==> config.mk <==
export PLATFORM = sky130hd
export DESIGN_NAME = mbist_dlog_unloader
export DESIGN_NICKNAME = d
export VERILOG_FILES = /design/src/rtl/mbist_dlog_pkg.sv /design/src/rtl/dlog_capture.sv /design/src/rtl/dlog_shifter.sv /design/src/rtl/dlog_unload_ctrl.sv /design/src/rtl/mbist_dlog_unloader.sv
export SDC_FILE = /design/constraint.sdc
export NUM_CORES = 1
export LEC_CHECK = 0
export BUFFER_PORTS_ARGS = -buffer_cell sky130_fd_sc_hd__buf_2
export CAP_MARGIN = 20
export CORE_ASPECT_RATIO = 1.75
export CORE_MARGIN = 2
export CORE_UTILIZATION = 59
export CTS_BUF_LIST = sky130_fd_sc_hd__clkbuf_4 sky130_fd_sc_hd__clkbuf_8
export CTS_CLUSTER_DIAMETER = 200
export DETAILED_ROUTE_END_ITERATION = 16
export GPL_TIMING_DRIVEN = 0
export PLACE_DENSITY = 0.82
export SLEW_MARGIN = 0
export SYNTH_ARGS = -nofsm -noshare
export SYNTH_HDL_FRONTEND = slang
export SYNTH_SLANG_ARGS = --single-unit
==> constraint.sdc <==
create_clock -name clk -period 1.75 [get_ports clk]
set_clock_uncertainty 0.05 [all_clocks]
set_input_delay 0.175 -clock clk [delete_from_list [all_inputs] [get_ports clk]]
set_output_delay 0.175 -clock clk [all_outputs]
set_load 0.1 [all_outputs]
==> src/rtl/mbist_dlog_pkg.sv <==
package mbist_dlog_pkg;

  typedef enum logic [2:0] {
    ST_IDLE      = 3'd0,
    ST_RUN       = 3'd1,
    ST_PAUSE     = 3'd2,
    ST_SHIFT     = 3'd3,
    ST_EOT       = 3'd4,
    ST_EOT_SHIFT = 3'd5
  } ctrl_state_t;

endpackage

==> src/rtl/dlog_capture.sv <==
module dlog_capture #(
  parameter int STEP_W = 8,
  parameter int ADDR_W = 16,
  parameter int BIT_W  = 8,
  parameter int OVF_W  = 4,
  localparam int DW    = STEP_W + ADDR_W + BIT_W
) (
  input  logic              clk,
  input  logic              rst,
  input  logic              clear,
  input  logic              capture,
  input  logic              ovf_hit,
  input  logic [STEP_W-1:0] step,
  input  logic [ADDR_W-1:0] addr,
  input  logic [BIT_W-1:0]  bitidx,
  output logic [DW-1:0]     dlog,
  output logic [OVF_W-1:0]  ovf_cnt
);

  localparam logic [OVF_W-1:0] OVF_MAX = '1;

  // datalog word: pattern step on top, failing bit index at the bottom
  always_ff @(posedge clk) begin
    if (rst || clear) begin
      dlog <= '0;
    end else if (capture) begin
      dlog <= {step, addr, bitidx};
    end
  end

  // saturating count of failures that found the datalog already occupied
  always_ff @(posedge clk) begin
    if (rst || clear) begin
      ovf_cnt <= '0;
    end else if (ovf_hit && ovf_cnt != OVF_MAX) begin
      ovf_cnt <= ovf_cnt + 1'b1;
    end
  end

  AST_DLOG_HOLD: assert property (@(posedge clk) disable iff (rst)
    (ovf_hit && !capture && !clear) |=> $stable(dlog));
  AST_OVF_SAT: assert property (@(posedge clk) disable iff (rst)
    (ovf_cnt == OVF_MAX && !clear) |=> (ovf_cnt == OVF_MAX));

endmodule

==> src/rtl/dlog_shifter.sv <==
module dlog_shifter #(
  parameter int W     = 32,
  localparam int CW   = $clog2(W + 1)
) (
  input  logic         clk,
  input  logic         rst,
  input  logic         load,
  input  logic         en,
  input  logic [W-1:0] din,
  output logic         sbit
);

  localparam logic [CW-1:0] FULL = CW'(W);

  logic [W-1:0]  sr;
  logic [CW-1:0] cnt;

  // cnt == W marks an exhausted shifter; reset leaves it exhausted
  always_ff @(posedge clk) begin
    if (rst) begin
      sr  <= '0;
      cnt <= FULL;
    end else if (load) begin
      sr  <= din;
      cnt <= '0;
    end else if (en && cnt != FULL) begin
      sr  <= {1'b0, sr[W-1:1]};
      cnt <= cnt + 1'b1;
    end
  end

  assign sbit = (cnt != FULL) ? sr[0] : 1'b0;

  AST_CNT_BOUND: assert property (@(posedge clk) disable iff (rst)
    cnt <= FULL);
  AST_NO_EXTRA: assert property (@(posedge clk) disable iff (rst)
    (en && !load && cnt == FULL) |=> (cnt == FULL && !sbit));

endmodule

==> src/rtl/dlog_unload_ctrl.sv <==
module dlog_unload_ctrl
  import mbist_dlog_pkg::*;
(
  input  logic clk,
  input  logic rst,
  input  logic bitmap_mode,
  input  logic test_start,
  input  logic eng_done,
  input  logic miscmp,
  input  logic shift_req,
  output logic capture,
  output logic ovf_hit,
  output logic clear,
  output logic load,
  output logic act,
  output logic eng_go,
  output logic run,
  output logic fail,
  output logic eot
);

  ctrl_state_t state, nxt;
  logic        fail_d;
  logic        start_ok;
  logic        holding;

  assign start_ok = test_start && (state == ST_IDLE || state == ST_EOT);
  assign holding  = (state == ST_RUN) || (state == ST_PAUSE) || (state == ST_SHIFT);
  assign capture  = (state == ST_RUN) && miscmp && !fail;
  assign ovf_hit  = miscmp && fail && holding;
  assign clear    = start_ok;
  assign load     = shift_req && !start_ok && (state == ST_PAUSE || state == ST_EOT);

  always_comb begin
    nxt    = state;
    fail_d = fail;
    unique case (state)
      ST_IDLE: begin
        if (test_start) begin
          nxt    = ST_RUN;
          fail_d = 1'b0;
        end
      end
      ST_RUN: begin
        if (capture) fail_d = 1'b1;
        if (capture && bitmap_mode) nxt = ST_PAUSE;
        else if (eng_done)          nxt = ST_EOT;
      end
      ST_PAUSE: begin
        if (shift_req) nxt = ST_SHIFT;
      end
      ST_SHIFT: begin
        if (!shift_req) begin
          nxt    = ST_RUN;
          fail_d = 1'b0;
        end
      end
      ST_EOT: begin
        if (test_start) begin
          nxt    = ST_RUN;
          fail_d = 1'b0;
        end else if (shift_req) begin
          nxt = ST_EOT_SHIFT;
        end
      end
      ST_EOT_SHIFT: begin
        if (!shift_req) nxt = ST_EOT;
      end
      default: nxt = ST_IDLE;
    endcase
  end

  // all status outputs registered from the next state
  always_ff @(posedge clk) begin
    if (rst) begin
      state  <= ST_IDLE;
      fail   <= 1'b0;
      eng_go <= 1'b0;
      run    <= 1'b0;
      eot    <= 1'b0;
      act    <= 1'b0;
    end else begin
      state  <= nxt;
      fail   <= fail_d;
      eng_go <= (nxt == ST_RUN);
      run    <= (nxt == ST_RUN) || (nxt == ST_PAUSE) || (nxt == ST_SHIFT);
      eot    <= (nxt == ST_EOT) || (nxt == ST_EOT_SHIFT);
      act    <= (nxt == ST_SHIFT) || (nxt == ST_EOT_SHIFT);
    end
  end

  AST_PAUSE_ON_FAIL: assert property (@(posedge clk) disable iff (rst)
    (state == ST_RUN && bitmap_mode && miscmp && !fail) |=> (fail && !eng_go));
  AST_PAUSE_HOLD: assert property (@(posedge clk) disable iff (rst)
    (state == ST_PAUSE && !shift_req) |=> (state == ST_PAUSE && fail && !eng_go));
  AST_RESUME: assert property (@(posedge clk) disable iff (rst)
    (state == ST_SHIFT && !shift_req) |=> (eng_go && !fail));
  AST_RUN_IN_PAUSE: assert property (@(posedge clk) disable iff (rst)
    (state == ST_PAUSE || state == ST_SHIFT) |-> run);
  AST_EOT_CODE: assert property (@(posedge clk) disable iff (rst)
    (state == ST_RUN && eng_done && !capture) |=> (eot && !run && !eng_go));

endmodule

==> src/rtl/mbist_dlog_unloader.sv <==
module mbist_dlog_unloader #(
  parameter int STEP_W = 8,
  parameter int ADDR_W = 16,
  parameter int BIT_W  = 8,
  parameter int OVF_W  = 4
) (
  input  logic              clk,
  input  logic              rst,
  input  logic              bitmap_mode,
  input  logic              test_start,
  input  logic              eng_done,
  input  logic              miscmp,
  input  logic [STEP_W-1:0] miscmp_step,
  input  logic [ADDR_W-1:0] miscmp_addr,
  input  logic [BIT_W-1:0]  miscmp_bit,
  input  logic              shift_req,
  input  logic              shift_en,
  output logic              eng_go,
  output logic              run,
  output logic [2:0]        result,
  output logic [OVF_W-1:0]  ovf_cnt
);

  localparam int DW = STEP_W + ADDR_W + BIT_W;

  logic          capture, ovf_hit, clear, load, act, fail, eot;
  logic [DW-1:0] dlog;
  logic          sbit;

  dlog_unload_ctrl u_ctrl (
    .clk         (clk),
    .rst         (rst),
    .bitmap_mode (bitmap_mode),
    .test_start  (test_start),
    .eng_done    (eng_done),
    .miscmp      (miscmp),
    .shift_req   (shift_req),
    .capture     (capture),
    .ovf_hit     (ovf_hit),
    .clear       (clear),
    .load        (load),
    .act         (act),
    .eng_go      (eng_go),
    .run         (run),
    .fail        (fail),
    .eot         (eot)
  );

  dlog_capture #(
    .STEP_W (STEP_W),
    .ADDR_W (ADDR_W),
    .BIT_W  (BIT_W),
    .OVF_W  (OVF_W)
  ) u_cap (
    .clk     (clk),
    .rst     (rst),
    .clear   (clear),
    .capture (capture),
    .ovf_hit (ovf_hit),
    .step    (miscmp_step),
    .addr    (miscmp_addr),
    .bitidx  (miscmp_bit),
    .dlog    (dlog),
    .ovf_cnt (ovf_cnt)
  );

  dlog_shifter #(
    .W (DW)
  ) u_shift (
    .clk  (clk),
    .rst  (rst),
    .load (load),
    .en   (shift_en && act),
    .din  (dlog),
    .sbit (sbit)
  );

  assign result = {eot, eot | fail, act & sbit};

endmodule

==> impl_results.md <==
* Status: complete, no violations
* Final Hold Viols at 0
* Via count at 3163
* Wirelength, routed at 8120 um
* First-pass GRT wire length at 13200 um
* CTS Buf Count at 9
* Initial antenna violation count at 0
* Inserted Diodes at 0
* Tightest Hold Check Type: in -> reg
* Ys flop type: dfxtp_1
* Layout cells sized above 1 at 22.1%
* Synth async-reset ratio at 0%
* Crit path max-delay family: flip-flops
* CP Capture Type: output pin
* Commonest non-fill, non-tap cells in the layout: nand2_1 (98), dfxtp_1 (73), a21oi_1 (66)
* FP Rows at 36
* Final net count at 540
* Worst-skew pair later-pin latency at 0.37 ns
* Worst reg2reg path depth at 7
* Total core area at 5590 um^2
* Drt first pass iters at 4
* Peak VDD IR at 0.665 mV
* 1st-iter DRT viols at 145
* Worst hold slack at 0.00248 ns
* Worst reg-to-reg setup slack at 0.06 ns
* Syn_area_per_cell at 8.16 um^2
* Maximum clock path buffer count at 2
* Leakage at 0.00167 uW
* Placement Setup Slack at -0.177 ns
* Setup TNS at 0 ns
* Pins Over Slew Limit at 0
* Largest area contributor in the netlist: dfxtp_1
* Fmax at 575 MHz
* Critical Path Sink: result[0]
* Cell Pwr Density at 870 nW/um^2
* Area Growth Syn to Fin at 25.1%
* Final period util at 99.4%
* DIE AREA at 6420 um^2
* Remaining antenna violation count at 0
* Commonest non-fill, non-tap cell in the layout: nand2_1
* Initial Util at 61.0%
* Residual DRC at 0
* Sequential share of the synthesized area at 48.2%
* Worst path required time at 1.52 ns
* Startpoint Class: flip-flop
* Yosys reg bits at 82
* GRT Overall Usage at 27.1%
* Die H at 104 um
* Max Cap Viol at 0
* Library cells used by synthesis at 41
* Port Buf Inserts at 47
* Ys Warns at 0
* Worst path cell trace: nor3b_4 -> buf_4 -> a21oi_4 -> buf_12
* DIE WIDTH at 61.4 um
* WL/cell at 14.1 um
* Gpl congestion at 0.791
* Largest net degree at the start of global routing at 13
* Area post-placement at 3750 um^2
* # setup viols final at 0
* Vias per inst at 5.47
* CP arrival at 1.51 ns
* CTS H-tree depth at 3
* Stages on the worst setup path at 4
* Post-Syn Nets at 460
* Post-DP HPWL at 5450 um
* CP peak stage delay at 0.37 ns
* Min Tclk post-route at 1.74 ns
* Final core utilization at 76.3%
* TritonCTS clock tree: done
* Worst Setup SP: u_shift.cnt[3]$_SDFFE_PP0P_
* CP max stage cell: dfxtp_1
* Crit Path Class: reg -> out
* Crit-path max FO at 4
* Post-synth EDFFs at 0
* Synthesized area at 3400 um^2
* Vias in the first global route at 3003
* I/O pins at 49
* FF-to-FF Start: u_shift.cnt[0]$_SDFFE_PP0P_
* Synth area leaders: dfxtp_1 (48%), nand2_1 (11%), a21oi_1 (9.8%)
* Gr ovfl total at 0
* RR Endpoint: u_shift.sr[23]$_SDFFE_PP0P_
* CTS sink count at 82
* Clock root cell: clkbuf_8
* Synth top area share at 48.2%
* Post-Synthesis Cells at 417
* Worst-Margin Slew at 0.579 ns
* Final WS setup at 0.0112 ns
* Worst-path clk slew at 0.08 ns
* Relative slew slack at 61.4%
* Post-route cell area at 4260 um^2
* Crit path buf inv count at 2
==> per-layer routing <==
layer  vias up  wire length, um  global-route usage (%)
li1       1587                -                       -
met1      1488             3210                    29.9
met2        74             4480                    47.5
met3        14              258                    6.22
met4         0              170                    10.6
met5         -                0                       0
==> worst reg2reg max path: cells and delay by family, from the launching register on <==
kind                       cells  cell delay (ns)
AOI/OAI and AO/OA              3             0.55
DFF                            1             0.35
adders and majority gates      1             0.15
buffers and inverters          2             0.26
and+or+nand+nor                1             0.25
==> cells in the mapped netlist, types with 4 or more instances <==
| library cell | number |
|---|---|
| nand2_1 | 98 |
| a21oi_1 | 67 |
| inv_1 | 5 |
| dfxtp_1 | 82 |
| xor2_1 | 4 |
| buf_2 | 11 |
| a211oi_1 | 32 |
| nor2_1 | 38 |
| nor3_1 | 5 |
| nor2b_1 | 5 |
| nand4_1 | 5 |
| nand3_1 | 4 |
| buf_6 | 4 |
| clkbuf_1 | 11 |
==> flip-flops by register name, indices dropped and copies added, names as in the netlist <==
register,cells
u_shift.sr,32
u_ctrl.run,1
u_ctrl.act,1
u_ctrl.fail,1
u_shift.cnt,6
u_ctrl.eng_go,1
u_ctrl.eot,1
u_ctrl.state,3
u_cap.ovf_cnt,4
u_cap.dlog,32
==> metrics by stage <==
| stage | power [uW] | instances |
|---|---|---|
| global route | 3860 | 578 |
| finish | 3710 | 578 |
| CTS | 3710 | 577 |
| global placement | 2380 | 540 |
| floorplan | 2270 | 417 |
| detailed placement | 2390 | 540 |
==> final cells by class <==
| class | instances | area [um^2] |
|---|---|---|
| Sequential cell | 82 | 1650 |
| Multi-Input combinational cell | 299 | 1630 |
| Fill cell | 441 | 1330 |
| Timing Repair Buffer | 70 | 475 |
| Buffer | 30 | 198 |
| Clock buffer | 14 | 180 |
| Tap cell | 76 | 95.1 |
| Inverter | 5 | 18.8 |
| Clock inverter | 2 | 10.0 |
==> worst min path at each step <==
| stage | depth (start not counted) | to | from | slack, ns |
|---|---|---|---|---|
| floorplan | 2 | u_cap.dlog[0]$_SDFFE_PP0N_ | miscmp_bit[0] | 0.26 |
| global placement | 3 | u_cap.dlog[26]$_SDFFE_PP0N_ | miscmp_step[2] | 0.37 |
| detailed placement | 3 | u_cap.dlog[15]$_SDFFE_PP0N_ | miscmp_addr[7] | 0.37 |
| CTS | 3 | u_cap.dlog[1]$_SDFFE_PP0N_ | miscmp_bit[1] | 0.0005 |
| global route | 3 | u_cap.dlog[22]$_SDFFE_PP0N_ | miscmp_addr[14] | 0.009 |
| finish | 3 | u_cap.dlog[29]$_SDFFE_PP0N_ | miscmp_step[5] | 0.002 |
==> power breakdown <==
part	switching, uW	internal [uW]
logic	265	172
clock network	649	660
registers	36.3	1920
==> kinds of logic after synthesis <==
family | after synthesis | synth area share (%)
xor gates and xnor gates | 7 | 1.80
muxes | 2 | 0.588
buffers and inverters | 36 | 5.48
AOI/OAI and AO/OA | 112 | 20.0
DFF | 82 | 48.2
adders and majority gates | 3 | 1.10
and+or+nand+nor | 175 | 22.8
==> timing repair <==
action / CTS / global route
gates cloned: 0 / 0
pin swaps: 1 / 2
buffers inserted: 1 / 1
hold endpoints to repair: 20 / 1
endpoints found under the setup margin: 52 / 65
hold buffers: 20 / 1
resized for setup: 14 / 23
Power figures use the tool's default switching activity.
